<file path="src/rtl/ramp_cal_pkg.sv">
// Shared types for the ramp offset calibration controller.
package ramp_cal_pkg;

    // Sweep controller states.
    typedef enum logic [2:0] {
        ST_IDLE   = 3'd0,   // waiting for a start pulse
        ST_LOAD   = 3'd1,   // clear accumulator for the current ramp
        ST_REQ    = 3'd2,   // issue one conversion request
        ST_WAIT   = 3'd3,   // wait for the conversion to complete
        ST_UPDATE = 3'd4    // write the corrected start code
    } cal_state_e;

endpackage

</file>
<file path="src/rtl/ramp_code_regs.sv">
// Start-code register file: one DAC start code per ramp.
// Assumes NUM_RAMPS is a power of two so every index is a valid entry.
// The calibration write port has priority and never touches entry 0;
// the host write enable is expected to be gated off during a sweep.
module ramp_code_regs #(
    parameter int NUM_RAMPS  = 8,
    parameter int DAC_W      = 12,
    parameter int RAMP_PITCH = 96,
    localparam int IDX_W     = $clog2(NUM_RAMPS)
) (
    input  logic             clk,
    input  logic             rst_n,
    input  logic             host_we,
    input  logic [IDX_W-1:0] host_addr,
    input  logic [DAC_W-1:0] host_wdata,
    input  logic             cal_we,
    input  logic [IDX_W-1:0] cal_idx,
    input  logic [DAC_W-1:0] cal_wdata,
    input  logic [IDX_W-1:0] rd_addr,
    output logic [DAC_W-1:0] rd_data,
    input  logic [IDX_W-1:0] ref_idx,
    output logic [DAC_W-1:0] ref_code,
    output logic [DAC_W-1:0] tgt_code
);

    logic [DAC_W-1:0] code_q [NUM_RAMPS];

    // Storage update: reset to an evenly spaced ladder, then cal or host writes.
    always_ff @(posedge clk) begin
        for (int i = 0; i < NUM_RAMPS; i++) begin
            if (!rst_n) begin
                code_q[i] <= DAC_W'(i * RAMP_PITCH);
            end else if (cal_we && (i != 0) && (cal_idx == IDX_W'(i))) begin
                code_q[i] <= cal_wdata;
            end else if (host_we && (host_addr == IDX_W'(i))) begin
                code_q[i] <= host_wdata;
            end
        end
    end

    // Read ports: host view, reference ramp (k-1) and target ramp (k).
    always_comb begin
        rd_data  = code_q[rd_addr];
        ref_code = code_q[ref_idx];
        tgt_code = code_q[cal_idx];
    end

endmodule

</file>
<file path="src/rtl/ramp_err_accum.sv">
// Error accumulator and correction arithmetic.
// Sums signed (sample - IDEAL_CODE) over up to 2^MAX_LOG2 conversions,
// averages by an arithmetic right shift (floor), and produces the
// clamped corrected start code cur_code + average.
module ramp_err_accum #(
    parameter int FINE_W     = 8,
    parameter int DAC_W      = 12,
    parameter int IDEAL_CODE = 32,
    parameter int MAX_LOG2   = 6,
    parameter int AVG_W      = 3
) (
    input  logic              clk,
    input  logic              rst_n,
    input  logic              clr,
    input  logic              add,
    input  logic [FINE_W-1:0] sample,
    input  logic [AVG_W-1:0]  shift_n,
    input  logic [DAC_W-1:0]  cur_code,
    output logic [DAC_W-1:0]  new_code
);

    localparam int ERR_W = FINE_W + 1;
    localparam int ACC_W = ERR_W + MAX_LOG2;
    localparam int SUM_W = ((DAC_W > ACC_W) ? DAC_W : ACC_W) + 2;
    localparam logic signed [SUM_W-1:0] CODE_MAX = SUM_W'((1 << DAC_W) - 1);

    logic signed [ERR_W-1:0] err;
    logic signed [ACC_W-1:0] acc_q;
    logic signed [ACC_W-1:0] avg;
    logic signed [SUM_W-1:0] sum;

    // Signed deviation of one fine result from the ideal mid-span code.
    always_comb err = $signed({1'b0, sample}) - $signed(ERR_W'(IDEAL_CODE));

    // Running sum of deviations, cleared at the start of each ramp.
    always_ff @(posedge clk) begin
        if (!rst_n || clr) begin
            acc_q <= '0;
        end else if (add) begin
            acc_q <= acc_q + {{(ACC_W-ERR_W){err[ERR_W-1]}}, err};
        end
    end

    // Average (floor) and clamped corrected code.
    always_comb begin
        avg = acc_q >>> shift_n;
        sum = $signed({{(SUM_W-DAC_W){1'b0}}, cur_code})
            + $signed({{(SUM_W-ACC_W){avg[ACC_W-1]}}, avg});
        if (sum[SUM_W-1]) begin
            new_code = '0;
        end else if (sum > CODE_MAX) begin
            new_code = '1;
        end else begin
            new_code = sum[DAC_W-1:0];
        end
    end

endmodule

</file>
<file path="src/rtl/ramp_cal_seq.sv">
// Sweep sequencer: walks ramps 1..NUM_RAMPS-1 in ascending order and,
// per ramp, issues 2^N conversion requests one at a time, then commands
// the start-code update. N is captured at the start pulse and saturated
// to MAX_LOG2. Assumes MAX_LOG2 >= 1 and conv_done only answers a request.
module ramp_cal_seq
    import ramp_cal_pkg::*;
#(
    parameter int NUM_RAMPS = 8,
    parameter int MAX_LOG2  = 6,
    parameter int AVG_W     = 3,
    localparam int IDX_W    = $clog2(NUM_RAMPS)
) (
    input  logic             clk,
    input  logic             rst_n,
    input  logic             cal_start,
    input  logic [AVG_W-1:0] avg_log2,
    input  logic             conv_done,
    output logic             conv_start,
    output logic             acc_clr,
    output logic             acc_add,
    output logic             code_we,
    output logic             busy,
    output logic             done,
    output logic [IDX_W-1:0] cal_idx,
    output logic [AVG_W-1:0] shift_n
);

    localparam int CNT_W = MAX_LOG2;
    localparam logic [IDX_W-1:0] LAST_IDX = IDX_W'(NUM_RAMPS - 1);
    localparam logic [AVG_W-1:0] N_MAX    = AVG_W'(MAX_LOG2);

    cal_state_e       state_q;
    logic [CNT_W-1:0] cnt_q;
    logic [CNT_W-1:0] cnt_lim;
    logic [AVG_W-1:0] n_q;
    logic [IDX_W-1:0] idx_q;
    logic             done_q;

    // Last conversion index for the captured averaging depth.
    always_comb cnt_lim = {CNT_W{1'b1}} >> (N_MAX - n_q);

    // Sweep state machine with per-ramp conversion counter.
    always_ff @(posedge clk) begin
        if (!rst_n) begin
            state_q <= ST_IDLE;
            cnt_q   <= '0;
            n_q     <= '0;
            idx_q   <= IDX_W'(1);
            done_q  <= 1'b0;
        end else begin
            case (state_q)
                ST_IDLE: begin
                    if (cal_start) begin
                        n_q     <= (avg_log2 > N_MAX) ? N_MAX : avg_log2;
                        idx_q   <= IDX_W'(1);
                        done_q  <= 1'b0;
                        state_q <= ST_LOAD;
                    end
                end
                ST_LOAD: begin
                    cnt_q   <= '0;
                    state_q <= ST_REQ;
                end
                ST_REQ: begin
                    state_q <= ST_WAIT;
                end
                ST_WAIT: begin
                    if (conv_done) begin
                        if (cnt_q == cnt_lim) begin
                            state_q <= ST_UPDATE;
                        end else begin
                            cnt_q   <= cnt_q + 1'b1;
                            state_q <= ST_REQ;
                        end
                    end
                end
                ST_UPDATE: begin
                    if (idx_q == LAST_IDX) begin
                        done_q  <= 1'b1;
                        state_q <= ST_IDLE;
                    end else begin
                        idx_q   <= idx_q + 1'b1;
                        state_q <= ST_LOAD;
                    end
                end
                default: state_q <= ST_IDLE;
            endcase
        end
    end

    // State decode to control strobes.
    always_comb begin
        conv_start = (state_q == ST_REQ);
        acc_clr    = (state_q == ST_LOAD);
        acc_add    = (state_q == ST_WAIT) && conv_done;
        code_we    = (state_q == ST_UPDATE);
        busy       = (state_q != ST_IDLE);
        done       = done_q;
        cal_idx    = idx_q;
        shift_n    = n_q;
    end

endmodule

</file>
<file path="src/rtl/ramp_offset_cal.sv">
// Ramp offset auto-calibration controller (top).
// Drives the test column to the middle of ramp k-1, averages the fine
// deviation measured against ramp k and folds it into ramp k's start code.
// Assumes HALF_SPAN < 2^DAC_W and a power-of-two NUM_RAMPS.
module ramp_offset_cal #(
    parameter int NUM_RAMPS  = 8,
    parameter int DAC_W      = 12,
    parameter int FINE_W     = 8,
    parameter int MAX_LOG2   = 6,
    parameter int HALF_SPAN  = 128,
    parameter int IDEAL_CODE = 32,
    parameter int RAMP_PITCH = 96,
    localparam int IDX_W     = $clog2(NUM_RAMPS),
    localparam int AVG_W     = $clog2(MAX_LOG2 + 1)
) (
    input  logic              clk,
    input  logic              rst_n,
    input  logic              cal_start,
    input  logic [AVG_W-1:0]  avg_log2,
    output logic              cal_busy,
    output logic              cal_done,
    output logic [IDX_W-1:0]  cal_ramp,
    output logic [DAC_W-1:0]  test_level,
    output logic              conv_start,
    input  logic              conv_done,
    input  logic [FINE_W-1:0] conv_result,
    input  logic              reg_we,
    input  logic [IDX_W-1:0]  reg_addr,
    input  logic [DAC_W-1:0]  reg_wdata,
    output logic [DAC_W-1:0]  reg_rdata
);

    logic             acc_clr;
    logic             acc_add;
    logic             code_we;
    logic [IDX_W-1:0] cal_idx;
    logic [AVG_W-1:0] shift_n;
    logic [DAC_W-1:0] ref_code;
    logic [DAC_W-1:0] tgt_code;
    logic [DAC_W-1:0] new_code;
    logic [DAC_W:0]   tl_sum;

    ramp_cal_seq #(
        .NUM_RAMPS (NUM_RAMPS),
        .MAX_LOG2  (MAX_LOG2),
        .AVG_W     (AVG_W)
    ) u_seq (
        .clk        (clk),
        .rst_n      (rst_n),
        .cal_start  (cal_start),
        .avg_log2   (avg_log2),
        .conv_done  (conv_done),
        .conv_start (conv_start),
        .acc_clr    (acc_clr),
        .acc_add    (acc_add),
        .code_we    (code_we),
        .busy       (cal_busy),
        .done       (cal_done),
        .cal_idx    (cal_idx),
        .shift_n    (shift_n)
    );

    ramp_err_accum #(
        .FINE_W     (FINE_W),
        .DAC_W      (DAC_W),
        .IDEAL_CODE (IDEAL_CODE),
        .MAX_LOG2   (MAX_LOG2),
        .AVG_W      (AVG_W)
    ) u_acc (
        .clk      (clk),
        .rst_n    (rst_n),
        .clr      (acc_clr),
        .add      (acc_add),
        .sample   (conv_result),
        .shift_n  (shift_n),
        .cur_code (tgt_code),
        .new_code (new_code)
    );

    ramp_code_regs #(
        .NUM_RAMPS  (NUM_RAMPS),
        .DAC_W      (DAC_W),
        .RAMP_PITCH (RAMP_PITCH)
    ) u_regs (
        .clk        (clk),
        .rst_n      (rst_n),
        .host_we    (reg_we && !cal_busy),
        .host_addr  (reg_addr),
        .host_wdata (reg_wdata),
        .cal_we     (code_we),
        .cal_idx    (cal_idx),
        .cal_wdata  (new_code),
        .rd_addr    (reg_addr),
        .rd_data    (reg_rdata),
        .ref_idx    (cal_idx - 1'b1),
        .ref_code   (ref_code),
        .tgt_code   (tgt_code)
    );

    // Test column level: mid-span of the lower ramp, saturated at full scale.
    always_comb begin
        tl_sum     = {1'b0, ref_code} + (DAC_W + 1)'(HALF_SPAN);
        test_level = tl_sum[DAC_W] ? '1 : tl_sum[DAC_W-1:0];
        cal_ramp   = cal_idx;
    end

endmodule

</file>
<file path="config.mk">
export PLATFORM = sky130hd
export DESIGN_NAME = ramp_offset_cal
export DESIGN_NICKNAME = d
export VERILOG_FILES = /design/src/rtl/ramp_cal_pkg.sv /design/src/rtl/ramp_code_regs.sv /design/src/rtl/ramp_err_accum.sv /design/src/rtl/ramp_cal_seq.sv /design/src/rtl/ramp_offset_cal.sv
export SDC_FILE = /design/constraint.sdc
export NUM_CORES = 1
export LEC_CHECK = 0
export ABC_AREA = 1
export CELL_PAD_IN_SITES_DETAIL_PLACEMENT = 2
export CELL_PAD_IN_SITES_GLOBAL_PLACEMENT = 2
export CORE_ASPECT_RATIO = 1.4
export CORE_MARGIN = 2
export CORE_UTILIZATION = 25
export DETAILED_ROUTE_END_ITERATION = 8
export PLACE_DENSITY_LB_ADDON = 0.25
export SLEW_MARGIN = 20
export SYNTH_ARGS = -nofsm -noshare
export SYNTH_HDL_FRONTEND = slang
export SYNTH_SLANG_ARGS = --single-unit
</file>
<file path="constraint.sdc">
create_clock -name clk -period 4.15 [get_ports clk]
set_clock_uncertainty 0.1 [all_clocks]
set_input_delay 0.415 -clock clk [delete_from_list [all_inputs] [get_ports clk]]
set_output_delay 0.415 -clock clk [all_outputs]
set_load 0.01 [all_outputs]
</file>
==> impl_results.rst <==
.. list-table::
   :header-rows: 1

   * - Metric
     - Value
   * - Buffers from clock root to sink, at most
     - 2
   * - Count of boundary I/O pins
     - 61
   * - Post-route cell area
     - 0.0124 mm2
   * - Pins Over Slew Limit
     - 0
   * - Number of input and output port buffers inserted
     - 60
   * - Most used cells in the layout excluding fill and tap cells
     - nand2_1, o21ai_0, inv_1, a21oi_1, nand3_1
   * - Share of the synthesized area in the top cell type
     - 28.5%
   * - Wire length of the first global-routing pass
     - 70.2 mm
   * - Async set or reset register ratio after synthesis
     - 0%
   * - Run status
     - complete, no violations
   * - Cell at the root of the clock tree
     - clkbuf_16
   * - Maximum cell stage delay along the critical path
     - 0.54 ns
   * - Number of antenna violations at the first check in global routing
     - 4
   * - Post-synth EDFFs
     - 96
   * - Synthesized net count
     - 1539
   * - Critical path arrival
     - 3.39 ns
   * - Area of the die
     - roughly 0.042 mm2
   * - Clock sinks
     - 130
   * - Remaining global-route overflow
     - 0
   * - Setup violations, final
     - 0
   * - Floorplan row count
     - 87
   * - Number of global-route vias before repair
     - 11800
   * - Slew of the pin with the lowest slew margin
     - 0.872 ns
   * - Clock insertion delay at the later pin of the skew report
     - 0.45 ns
   * - Post-synthesis sequential area ratio
     - 35.2%
   * - Residual DRC
     - 0
   * - RSZ-0062 raised after global routing
     - false
   * - Dominant cells by area after synthesis
     - edfxtp_1, nand2_1, o21ai_0
   * - Die Y-Extent
     - 242 um
   * - Wire per inst
     - approximately 22 um
   * - Worst slew margin relative to its limit
     - 41.7%
   * - Pwr/cell area
     - 462 mW/mm2
   * - Critical path start-end classification
     - reg -> out
   * - Diodes inserted
     - 0
   * - H-tree lvl count
     - 4
   * - TritonCTS clock tree
     - yes
   * - Maximum number of pins on one net before global-route repair
     - 60
   * - Total wirelength of the detailed-routed design
     - 46.0 mm
   * - CP top delay family
     - buffers and inverters
   * - Number of max-capacitance violations reported
     - 0
   * - CP Launch Type
     - flip-flop
   * - Number of non-filler instances in the completed layout
     - about 2100
   * - Final #Nets
     - 1623
   * - Number of buffers added to fix hold violations after cts
     - 0
   * - Clock slew at the register clock pins of the worst setup and hold paths
     - 0.05 ns
   * - Mean cell area of the mapped netlist
     - 6.89 um2
   * - Total core area
     - 0.0401 mm2
   * - Endpoint kind of the worst setup timing path
     - primary output
   * - Yosys warns
     - 0
   * - Cell total after placement
     - 2065
   * - Static leakage power
     - around 5.3 nW
   * - Buffers plus inverters on the worst setup path
     - 5
   * - Number of detailed-route iterations in the first pass
     - 4
   * - Number of library cell types mapped by synthesis
     - 42
   * - PnR Total Power
     - 5.75 mW
   * - Data required, critical path
     - about 3.6 ns
   * - Number of fill cells in the layout
     - 4798
   * - Remaining number of nets flagged by the antenna check after routing
     - 0
   * - Number of cells produced by synthesis
     - roughly 1500
   * - Vias per std cell
     - 5.17
   * - Instance area at placement
     - about 0.012 mm2
   * - Most area-hungry cell type in the Yosys netlist
     - edfxtp_1
   * - Die Span X
     - 174 um
   * - Layout overhead on the synthesized area
     - 23.1%
   * - Maximum fanout count along the critical path
     - 31
   * - HPWL after DPL
     - 36.1 mm
   * - Synth Flop Type
     - edfxtp_1
   * - Worst vdd ir
     - about 0.31 mV
   * - Final core utilization
     - 31.1%
   * - Crit path max-delay cell type
     - clkdlybuf4s50_1
   * - Time the final worst path needs with I/O delays and setup
     - 3.91 ns
   * - Initial standard-cell utilization of the core
     - ~25%
   * - Type of the tightest min-delay check
     - reg -> reg
   * - Final-report hold violation count
     - 0
   * - Commonest non-fill, non-tap cell in the layout
     - nand2_1
   * - F_max
     - 256 MHz
   * - Placer Congestion
     - 0.832
   * - Via count of the routed design
     - roughly 11000
   * - Sum of negative setup slack
     - 0 ns
   * - FF+latch count, synth
     - 130
   * - Share of post-route cells with drive strength above 1
     - 8.19%
   * - Netlist Area Pre-Place
     - 0.0101 mm2
   * - List of cells traversed by the critical path
     - inv_1 > ha_1 > buf_6 > a21oi_1 > o21ai_0 > nand2_1 > nor2_1 > a31oi_1 > buf_4 > ha_1 > inv_1 > nor2_2 > nand2_1 > nand3_1 > clkdlybuf4s50_1
   * - Global Route Usage Sum
     - 21.8%
   * - Number of DRC markers in iteration 0
     - 537
   * - Number of buffers created by CTS
     - 17
   * - Crit share post-route
     - roughly 94%
[metal layers]
layer	global-route usage (%)	vias up	wire length [um]
li1	-	5147	-
met1	24.0	5431	18300
met2	41.8	176	24800
met3	3.36	82	1400
met4	8.01	8	1420
met5	0	-	42
[cell type report]
cell class	count	area [um2]	share of cell area (%)
Multi-Input combinational cell	1088	5630	45.2
Sequential cell	130	3570	28.7
Timing Repair Buffer	142	1330	10.7
Tap cell	534	668	5.37
Inverter	172	652	5.24
Clock buffer	21	440	3.54
Clock inverter	10	160	1.29
[state kept, by name, summed over array words and instances, names as in the netlist, named ones only]
name,flops
u_seq.shift_n,3
u_seq.cnt_q,6
u_seq.state_q,3
u_regs.code_q,96
u_seq.cal_idx,3
u_acc.acc_q,15
u_seq.done,1
[final timing paths]
| kind | from | end | slack [ns] | cells past startpoint |
|---|---|---|---|---|
| max | u_seq.cal_idx[1]$_SDFFE_PN0P_ | test_level[11] | 0.24 | 15 |
| min reg2reg | u_seq.done$_SDFFE_PN0P_ | u_seq.done$_SDFFE_PN0P_ | 0.38 | 2 |
| min | u_seq.done$_SDFFE_PN0P_ | u_seq.done$_SDFFE_PN0P_ | 0.38 | 2 |
| max reg2reg | flip-flop | u_regs.code_q[1][1]$_DFFE_PP_ | 0.34 | 25 |
[synth_stat cells, types with 2 or more instances]
cell type / number
xor2_1: 20
o31ai_1: 2
nand4_1: 11
o21ai_0: 172
inv_1: 162
a21o_1: 2
nor2_1: 105
fa_1: 2
nand2_1: 371
nor4_1: 2
o211ai_1: 41
clkinv_1: 8
nor3_1: 8
o2111ai_1: 4
a221oi_1: 10
buf_4: 2
clkbuf_1: 52
dfxtp_1: 34
o21bai_1: 4
edfxtp_1: 96
buf_1: 12
a31oi_1: 15
a211oi_1: 2
nand3_1: 112
or2_2: 2
nor2_2: 2
a32oi_1: 8
o22ai_1: 3
xnor2_1: 8
mux2i_1: 5
inv_2: 2
a21oi_1: 130
ha_1: 39
buf_2: 11
[stage by stage]
step,hold WS (ns),setup slack (ns)
final,0.383,0.242
after global routing,0.418,0.0339
after CTS,0.383,0.0690
after detailed placement,0.372,0.133
after global placement,0.373,0.247
after floorplan,0.342,0.555
[kinds of logic after synthesis]
kind of cell / Yosys count / synth area share (%)
adders and majority gates: 41 / 5.22
AOI/OAI and AO/OA: 397 / 22.1
DFF: 130 / 35.2
and+or+nand+nor: 616 / 24.9
muxes: 5 / 0.495
buffers and inverters: 249 / 9.45
xor gates and xnor gates: 29 / 2.59
[repair_timing]
action                     in CTS  in global routing
cloned                          0                  1
hold endpoints to repair        0                  0
pin swaps                       0                  1
setup buffers                   0                  0
setup endpoints to repair      11                 68
resized for setup               2                 11
[worst register-to-register path: stages (launching register included)]
cell        delay, ns
dfxtp_4          0.41
clkinvlp_4       0.18
a21oi_1          0.18
o21ai_0          0.09
nand2_1          0.06
inv_1            0.04
o21ai_1          0.24
buf_4            0.19
inv_1            0.06
fa_1             0.45
inv_1            0.09
nand3_1          0.07
nand2_1          0.13
nand3_1          0.08
nand3_1          0.13
nand3_1          0.10
nand2_1          0.08
nand2_1          0.06
inv_1            0.08
nand2_1          0.08
nor2_2           0.13
buf_12           0.13
nand2_1          0.06
buf_4            0.16
nand3_1          0.08
nand2_1          0.08
[where the power goes]
part / internal [mW] / leakage, nW / switching [mW] / total (mW)
clock network: 0.998 / 0.282 / 0.614 / 1.61
logic: 1.01 / 3.85 / 1.61 / 2.62
registers: 1.46 / 1.21 / 0.0636 / 1.52
Note: power is estimated with default switching activity, not from simulation.
